### src/rtl/cwd_pkg.sv
package cwd_pkg;

  // Granularity of decode windows (2 MB) and width of the base field
  localparam int GRAN   = 21;
  localparam int FLD_W  = 32 - GRAN;
  localparam int LOW_W  = 15;
  localparam int HIGH_W = 7;
  localparam int RMP_W  = FLD_W;

  // Address range with exclusive upper end; 33 bits so an end of 2^32 fits
  typedef struct packed {
    logic [32:0] lo;
    logic [32:0] hi;
  } span_t;

  // Primary range from the low and high fields; empty when disabled
  function automatic span_t prim_span(logic [LOW_W-1:0] low, logic [HIGH_W-1:0] high);
    span_t       s;
    logic [32:0] base;
    logic [32:0] len;
    base = 33'(low[FLD_W-1:0]) << GRAN;
    len  = (33'(high) + 33'd1 - 33'(low[HIGH_W-1:0])) << GRAN;
    if (low[HIGH_W-1:0] <= high) begin
      s.lo = base;
      s.hi = base + len;
    end else begin
      s = '0;
    end
    return s;
  endfunction

  // Cut the two reserved ranges out of a span
  function automatic span_t clip_span(span_t s, logic [32:0] a_lo, logic [32:0] a_hi,
                                      logic [32:0] b_lo, logic [32:0] b_hi);
    logic [32:0] bgn;
    logic [32:0] fin;
    bgn = s.lo;
    fin = s.hi;
    if (fin >= a_lo && fin < a_hi) fin = a_lo;
    if (bgn >= a_lo && bgn < a_hi) bgn = a_hi;
    if (fin >= b_lo && fin < b_hi) fin = b_lo;
    if (bgn >= b_lo && bgn < b_hi) bgn = b_hi;
    if (fin >= a_hi && bgn < a_lo) fin = a_lo;
    if (fin >= b_hi && bgn < b_lo) fin = b_lo;
    return '{lo: bgn, hi: fin};
  endfunction

  // Remap alias: clipped primary start with its upper field replaced
  function automatic span_t remap_span(span_t p, logic [RMP_W-1:0] rmp);
    logic [32:0] len;
    logic [32:0] base;
    len  = (p.hi > p.lo) ? (p.hi - p.lo) : 33'd0;
    base = {1'b0, rmp, p.lo[GRAN-1:0]};
    return '{lo: base, hi: base + len};
  endfunction

  function automatic logic in_span(logic [31:0] a, span_t s);
    return ({1'b0, a} >= s.lo) && ({1'b0, a} < s.hi);
  endfunction

endpackage

### src/rtl/cwd_regfile.sv
module cwd_regfile
  import cwd_pkg::*;
#(
  parameter int               N        = 10,
  parameter int               IDX_W    = 4,
  parameter logic [LOW_W-1:0] LOW_RST  = 15'h007F,
  parameter logic [HIGH_W-1:0] HIGH_RST = 7'h00,
  parameter logic [LOW_W-1:0] ISD_RST  = 15'h00DF
) (
  input  logic                          clk,
  input  logic                          rst_n,
  input  logic                          wr,
  input  logic [IDX_W+1:0]              addr,
  input  logic [31:0]                   wdata,
  output logic [31:0]                   rdata,
  output logic [N-1:0][LOW_W-1:0]       low_q,
  output logic [N-1:0][HIGH_W-1:0]      high_q,
  output logic [N-1:0][RMP_W-1:0]       rmp_q,
  output logic [LOW_W-1:0]              isd_q
);

  localparam logic [IDX_W-1:0] INT_IDX = {IDX_W{1'b1}};
  localparam logic [1:0] K_LOW  = 2'd0;
  localparam logic [1:0] K_HIGH = 2'd1;
  localparam logic [1:0] K_RMP  = 2'd2;

  logic [IDX_W-1:0] idx;
  logic [1:0]       kind;
  logic             isd_sel;

  assign idx     = addr[IDX_W+1:2];
  assign kind    = addr[1:0];
  assign isd_sel = (idx == INT_IDX) && (kind == K_LOW);

  always_ff @(posedge clk) begin
    if (!rst_n) begin
      isd_q <= ISD_RST;
      for (int i = 0; i < N; i++) begin
        low_q[i]  <= LOW_RST;
        high_q[i] <= HIGH_RST;
        rmp_q[i]  <= LOW_RST[RMP_W-1:0];
      end
    end else if (wr) begin
      if (isd_sel) isd_q <= wdata[LOW_W-1:0];
      for (int i = 0; i < N; i++) begin
        if (idx == IDX_W'(i)) begin
          case (kind)
            K_LOW: begin
              low_q[i] <= wdata[LOW_W-1:0];
              rmp_q[i] <= wdata[RMP_W-1:0];
            end
            K_HIGH:  high_q[i] <= wdata[HIGH_W-1:0];
            K_RMP:   rmp_q[i]  <= wdata[RMP_W-1:0];
            default: ;
          endcase
        end
      end
    end
  end

  always_comb begin
    rdata = '0;
    if (isd_sel) rdata = 32'(isd_q);
    for (int i = 0; i < N; i++) begin
      if (idx == IDX_W'(i)) begin
        case (kind)
          K_LOW:   rdata = 32'(low_q[i]);
          K_HIGH:  rdata = 32'(high_q[i]);
          K_RMP:   rdata = 32'(rmp_q[i]);
          default: rdata = '0;
        endcase
      end
    end
  end

endmodule

### src/rtl/cwd_span_calc.sv
module cwd_span_calc
  import cwd_pkg::*;
#(
  parameter int          N        = 10,
  parameter logic [31:0] RSV0_LO  = 32'h1E00_0000,
  parameter logic [31:0] RSV0_END = 32'h1F10_0000,
  parameter logic [31:0] RSV1_LO  = 32'h1FC0_0000,
  parameter logic [31:0] RSV1_END = 32'h1FD0_0000
) (
  input  logic [N-1:0][LOW_W-1:0]  low_q,
  input  logic [N-1:0][HIGH_W-1:0] high_q,
  input  logic [N-1:0][RMP_W-1:0]  rmp_q,
  output span_t [N-1:0]            prim,
  output span_t [N-1:0]            alias_s
);

  localparam logic [32:0] A_LO = {1'b0, RSV0_LO};
  localparam logic [32:0] A_HI = {1'b0, RSV0_END};
  localparam logic [32:0] B_LO = {1'b0, RSV1_LO};
  localparam logic [32:0] B_HI = {1'b0, RSV1_END};

  for (genvar i = 0; i < N; i++) begin : g_win
    span_t raw_p;
    assign raw_p      = prim_span(low_q[i], high_q[i]);
    assign prim[i]    = clip_span(raw_p, A_LO, A_HI, B_LO, B_HI);
    assign alias_s[i] = clip_span(remap_span(prim[i], rmp_q[i]), A_LO, A_HI, B_LO, B_HI);
  end

endmodule

### src/rtl/cwd_priority.sv
module cwd_priority
  import cwd_pkg::*;
#(
  parameter int N       = 10,
  parameter int INT_LEN = 4096
) (
  input  logic [31:0]       cpu_addr,
  input  logic [LOW_W-1:0]  isd_q,
  input  span_t [N-1:0]     prim,
  input  span_t [N-1:0]     alias_s,
  output logic              int_match,
  output logic [N-1:0]      prim_match,
  output logic [N-1:0]      alias_match,
  output logic              hit,
  output logic              remap_hit,
  output logic [N:0]        win_sel,
  output logic [31:0]       win_offset,
  output logic [31:0]       xlat_addr
);

  logic [32:0] int_base;

  assign int_base  = 33'(isd_q[FLD_W-1:0]) << GRAN;
  assign int_match = ({1'b0, cpu_addr} >= int_base) &&
                     ({1'b0, cpu_addr} < int_base + 33'(INT_LEN));

  for (genvar i = 0; i < N; i++) begin : g_m
    assign prim_match[i]  = in_span(cpu_addr, prim[i]);
    assign alias_match[i] = in_span(cpu_addr, alias_s[i]);
  end

  // Any-claim flag computed apart from the priority chain
  assign hit = int_match | (|prim_match) | (|alias_match);

  always_comb begin
    win_sel    = '0;
    remap_hit  = 1'b0;
    win_offset = '0;
    xlat_addr  = '0;
    // Walk from the weakest claim up so the strongest is written last
    for (int i = N - 1; i >= 0; i--) begin
      if (prim_match[i]) begin
        win_sel      = '0;
        win_sel[i+1] = 1'b1;
        remap_hit    = 1'b0;
        win_offset   = cpu_addr - prim[i].lo[31:0];
        xlat_addr    = cpu_addr;
      end else if (alias_match[i]) begin
        win_sel      = '0;
        win_sel[i+1] = 1'b1;
        remap_hit    = 1'b1;
        win_offset   = cpu_addr - alias_s[i].lo[31:0];
        xlat_addr    = prim[i].lo[31:0] + (cpu_addr - alias_s[i].lo[31:0]);
      end
    end
    if (int_match) begin
      win_sel    = '0;
      win_sel[0] = 1'b1;
      remap_hit  = 1'b0;
      win_offset = cpu_addr - int_base[31:0];
      xlat_addr  = cpu_addr;
    end
  end

endmodule

### src/rtl/cpu_win_decoder.sv
module cpu_win_decoder
  import cwd_pkg::*;
#(
  parameter int          NUM_CS   = 4,
  parameter int          NUM_PCI  = 6,
  parameter int          INT_LEN  = 4096,
  parameter logic [31:0] RSV0_LO  = 32'h1E00_0000,
  parameter logic [31:0] RSV0_END = 32'h1F10_0000,
  parameter logic [31:0] RSV1_LO  = 32'h1FC0_0000,
  parameter logic [31:0] RSV1_END = 32'h1FD0_0000,
  localparam int         NUM_WIN  = NUM_CS + NUM_PCI,
  localparam int         IDX_W    = $clog2(NUM_WIN + 1),
  localparam int         REG_AW   = IDX_W + 2,
  localparam int         SEL_W    = NUM_WIN + 1
) (
  input  logic              clk,
  input  logic              rst_n,
  input  logic              reg_wr,
  input  logic [REG_AW-1:0] reg_addr,
  input  logic [31:0]       reg_wdata,
  output logic [31:0]       reg_rdata,
  input  logic [31:0]       cpu_addr,
  output logic              hit,
  output logic              remap_hit,
  output logic [SEL_W-1:0]  win_sel,
  output logic [31:0]       win_offset,
  output logic [31:0]       xlat_addr
);

  logic [NUM_WIN-1:0][LOW_W-1:0]  low_q;
  logic [NUM_WIN-1:0][HIGH_W-1:0] high_q;
  logic [NUM_WIN-1:0][RMP_W-1:0]  rmp_q;
  logic [LOW_W-1:0]               isd_q;
  span_t [NUM_WIN-1:0]            prim;
  span_t [NUM_WIN-1:0]            alias_s;
  logic                           int_match;
  logic [NUM_WIN-1:0]             prim_match;
  logic [NUM_WIN-1:0]             alias_match;

  cwd_regfile #(
    .N     (NUM_WIN),
    .IDX_W (IDX_W)
  ) u_regs (
    .clk    (clk),
    .rst_n  (rst_n),
    .wr     (reg_wr),
    .addr   (reg_addr),
    .wdata  (reg_wdata),
    .rdata  (reg_rdata),
    .low_q  (low_q),
    .high_q (high_q),
    .rmp_q  (rmp_q),
    .isd_q  (isd_q)
  );

  cwd_span_calc #(
    .N        (NUM_WIN),
    .RSV0_LO  (RSV0_LO),
    .RSV0_END (RSV0_END),
    .RSV1_LO  (RSV1_LO),
    .RSV1_END (RSV1_END)
  ) u_span (
    .low_q   (low_q),
    .high_q  (high_q),
    .rmp_q   (rmp_q),
    .prim    (prim),
    .alias_s (alias_s)
  );

  cwd_priority #(
    .N       (NUM_WIN),
    .INT_LEN (INT_LEN)
  ) u_prio (
    .cpu_addr    (cpu_addr),
    .isd_q       (isd_q),
    .prim        (prim),
    .alias_s     (alias_s),
    .int_match   (int_match),
    .prim_match  (prim_match),
    .alias_match (alias_match),
    .hit         (hit),
    .remap_hit   (remap_hit),
    .win_sel     (win_sel),
    .win_offset  (win_offset),
    .xlat_addr   (xlat_addr)
  );

endmodule

### config.mk
export PLATFORM = sky130hd
export DESIGN_NAME = cpu_win_decoder
export DESIGN_NICKNAME = d
export VERILOG_FILES = /design/src/rtl/cwd_pkg.sv /design/src/rtl/cwd_regfile.sv /design/src/rtl/cwd_span_calc.sv /design/src/rtl/cwd_priority.sv /design/src/rtl/cpu_win_decoder.sv
export SDC_FILE = /design/constraint.sdc
export NUM_CORES = 2
export LEC_CHECK = 0
export BUFFER_PORTS_ARGS = -buffer_cell sky130_fd_sc_hd__buf_2
export CAP_MARGIN = 20
export CORE_AREA = 2 2 386 464
export CTS_CLUSTER_SIZE = 25
export DETAILED_ROUTE_END_ITERATION = 10
export DIE_AREA = 0 0 388 466
export PLACE_DENSITY = 0.57
export SLEW_MARGIN = 20
export SYNTH_ARGS = -nofsm -noshare
export SYNTH_HDL_FRONTEND = slang
export SYNTH_SLANG_ARGS = --single-unit
### constraint.sdc
create_clock -name clk -period 15.68 [get_ports clk]
set_clock_uncertainty 0.15 [all_clocks]
set_input_delay 1.568 -clock clk [delete_from_list [all_inputs] [get_ports clk]]
set_output_delay 1.568 -clock clk [all_outputs]
set_load 0.05 [all_outputs]
==> impl_results.md <==
- Status: finished clean
- Remaining max-slew budget at the tightest pin: 18.3%
- Antenna violation net count after detailed routing: 0
- Type of element capturing the critical path: primary output
- Flip-flop cell with the highest count after synthesis: sky130_fd_sc_hd__dfxtp_1
- Number of buffers inserted by hold repair at cts: 0
- Highest Clock Rate: 0.0655 GHz
- Signal arrival time at the worst endpoint: 13550 ps
- Critical path class: register to primary output
- Effective utilization at floorplan: 39.7%
- Via Count: 77872
- TritonCTS buffer count: 44
- Total length of routed wires: 338000 µm
- CTS tree: built
- Antenna violations before repair: 24
- Clock-pin slew of the registers on the worst-case setup and hold paths: 60 ps
- Number of nets in the final layout: 11331
- Share of synthesized flip-flops with an asynchronous set or reset: 0%
- Number of distinct library cell variants in the gate-level netlist after synthesis: 122
- Path depth of the worst reg2reg path: 3
- Most frequent standard cell in the layout excluding fill and tap cells: sky130_fd_sc_hd__nand2_1
- Standard cell core area: 176000 µm²
- Initial DRC count: 6824
- GPL Wtd Cong: 1.07
- Number of buffers on the longest clock path: 3
- Mean instance size in the synthesized netlist: 7.09 µm²
- Row Count: 169
- Final Setup Violations: 0
- Pin count of the biggest net entering global routing: 105
- Cell at the slowest stage of the critical path: sky130_fd_sc_hd__or4_4
- Post-synthesis to final-layout area growth: 12.8%
- Power per unit of standard cell area: 49.9 nW/µm²
- Final worst hold slack: 321 ps
- Transition time at the pin with the least slew margin: 1230 ps
- Top cells by area, synth: sky130_fd_sc_hd__ha_1, sky130_fd_sc_hd__dfxtp_1, sky130_fd_sc_hd__nand2_1
- Largest stage delay on the critical path: 600 ps
- Number of instances in the synthesized netlist: 9885
- Setup crit start kind: register
- Setup slack on the worst flop-to-flop path: 14340 ps
- Total congestion overflow: 0
- Number of flip-flops and latches in the synthesized netlist: 345
- Min Clock Period, post-route: 15270 ps
- Final Hold Violating Endpoints: 0
- Die width: 388 µm
- Area of the die: 181000 µm²
- First-pass DRT Iterations: 8
- Total cell area at the placement stage: 75000 µm²
- Share of the yosys chip area belonging to registers: 9.85%
- Netlist Area Pre-Place: 70100 µm²
- Largest area contributor in the netlist: sky130_fd_sc_hd__ha_1
- Cell chosen for the clock root: sky130_fd_sc_hd__clkbuf_16
- Number of maximum-capacitance constraint violations: 0
- WHS Endpoint: u_regs.low_q[41]$_SDFFE_PN0P_
- Routed wire per std cell: 27.0 µm
- Clock network latency to the later pin of the worst-skew pair: 630 ps
- CTS H-tree depth: 2
- Worst setup slack after placement: -600 ps
- Largest fanout on the critical path: 8
- Total Negative Setup Slacks: 0 ps
- Post-detailed-route via-to-cell ratio: 6.24
- Worst Hold Depth: 2
- Placed wire-length estimate after detailed placement: 265000 µm
- Commonest cells after routing, fill and taps aside: sky130_fd_sc_hd__nand2_1, sky130_fd_sc_hd__ha_1, sky130_fd_sc_hd__nor2_1
- Worst R2R Start: u_regs.low_q[10]$_SDFFE_PN0P_
- Ratio of final minimum period to clock period: 97.4%
- Path type of the worst min-delay path: register to register
- Critical path data required time: 13960 ps
- Wire length of the first global-routing pass: 482000 µm
- Reg-to-reg critical path endpoint: u_regs.low_q[10]$_SDFFE_PN0P_
- Number of top-level pins: 182
- Final Util: 44.8%
- Die Height: 466 µm
- RSZ-0062 raised after global routing: true
- Buffers on Ports: 147
- Final Max Tran Viols: 0
- Final Instance Area: 79100 µm²
- Most numerous cell on the critical path: sky130_fd_sc_hd__ha_1
- Global-route total usage across every layer: 35.4%
- Yosys warning total: 0
- # clock sinks: 345
- Number of flops mapped to enable cells by yosys: 0
- Min-Delay Startpoint: u_regs.low_q[41]$_SDFFE_PN0P_
- Reported leakage power: 35.3 nW
- Fraction of layout instances using a drive strength above 1: 10.8%
- Portion of synthesized cell area occupied by the leading cell type: 18.8%
- Vias in the first global route: 74733
- IR drop worst, VDD: 0.0709 mV
- Number of DRC violations after detailed routing: 0
- Min setup slack post-route: 413 ps
==> cells by family after synthesis <==
group,share of synthesized area [%]
adder cells (fa/ha/maj),20.7
XOR/XNOR,7.89
AND/OR/NAND/NOR,23.5
multiplexers,2.46
flip-flops,9.85
other,0.00535
buffers and inverters,6.21
AO/OA/AOI/OAI,29.4
==> state kept, by name, summed over array words and instances (netlist names) <==
register       flops
u_regs.high_q     70
u_regs.isd_q      15
u_regs.low_q     150
u_regs.rmp_q     110
==> critical path, delay by kind of cell, from the launching register on <==
family | cells | cell delay, ps
compound gates | 23 | 4930
simple gates | 21 | 4830
fa+ha+maj | 6 | 1660
buf+inv | 5 | 810
flops | 1 | 400
xor+xnor | 2 | 210
==> final cells by class <==
cell class / count / area [µm²]
diodes: 7 / 17.5
clock buffers: 64 / 1250
clock inverters: 13 / 160
fillers: 18171 / 97300
inverters: 765 / 2870
multi-input cells: 8454 / 60800
flip-flops and latches: 345 / 6960
well taps: 2308 / 2890
repair buffers: 530 / 4080
==> routing by layer <==
layer | vias up | GRT usage (%) | part of all wire, %
met4 | 24 | 23.7 | 8.1
met2 | 3261 | 61.0 | 47
met5 | - | 0 | 0.052
met3 | 1040 | 6.00 | 7.2
met1 | 37177 | 40.1 | 38
li1 | 36370 | - | -
==> worst max-delay path by stage <==
stage / startpoint / end / slack [ps] / depth (start not counted)
floorplan: u_regs.high_q[14]$_SDFFE_PN0P_ / win_sel[8] / 530 / 57
global placement: u_regs.low_q[135]$_SDFFE_PN1P_ / xlat_addr[22] / -480 / 61
detailed placement: u_regs.low_q[135]$_SDFFE_PN1P_ / xlat_addr[22] / -600 / 61
CTS: u_regs.high_q[57]$_SDFFE_PN0P_ / xlat_addr[22] / -10 / 59
global route: u_regs.high_q[42]$_SDFFE_PN0P_ / win_offset[30] / -90 / 62
finish: u_regs.high_q[56]$_SDFFE_PN0P_ / xlat_addr[29] / 410 / 57
==> per-stage QoR <==
stage / instances / power (W)
after floorplan: 9901 / 0.00203
after global placement: 12329 / 0.00271
after detailed placement: 12330 / 0.00273
after CTS: 12418 / 0.00382
after global routing: 12480 / 0.00409
final: 12486 / 0.00395
==> power breakdown <==
part	switching [W]	internal, W
clock	0.000470	0.000600
combinational	0.00126	0.000724
sequential	0.0000137	0.000882
total	0.00174	0.00221
==> cells in the mapped netlist, types with 89 or more instances <==
| cell | instances |
|---|---|
| sky130_fd_sc_hd__mux2i_1 | 162 |
| sky130_fd_sc_hd__xnor2_1 | 407 |
| sky130_fd_sc_hd__inv_1 | 759 |
| sky130_fd_sc_hd__a21o_1 | 316 |
| sky130_fd_sc_hd__o21ai_0 | 592 |
| sky130_fd_sc_hd__nor3_1 | 233 |
| sky130_fd_sc_hd__nor2b_1 | 238 |
| sky130_fd_sc_hd__a211oi_1 | 102 |
| sky130_fd_sc_hd__nand2_1 | 1049 |
| sky130_fd_sc_hd__nand3_1 | 246 |
| sky130_fd_sc_hd__xor2_1 | 221 |
| sky130_fd_sc_hd__a21boi_0 | 207 |
| sky130_fd_sc_hd__ha_1 | 1051 |
| sky130_fd_sc_hd__a21oi_1 | 750 |
| sky130_fd_sc_hd__nor2_1 | 811 |
| sky130_fd_sc_hd__o21a_1 | 155 |
| sky130_fd_sc_hd__clkbuf_1 | 261 |
| sky130_fd_sc_hd__o21bai_1 | 97 |
| sky130_fd_sc_hd__nand4_1 | 162 |
| sky130_fd_sc_hd__and2_1 | 89 |
| sky130_fd_sc_hd__o211ai_1 | 180 |
| sky130_fd_sc_hd__nand2b_1 | 145 |
| sky130_fd_sc_hd__dfxtp_1 | 345 |
==> repair_timing <==
item,CTS,global route
hold endpoints to repair,0,0
gates resized for setup,92,379
gates cloned,0,3
buffers inserted,11,56
setup endpoints to repair,73,76
pin swaps,9,91
Power figures use the tool's default switching activity.
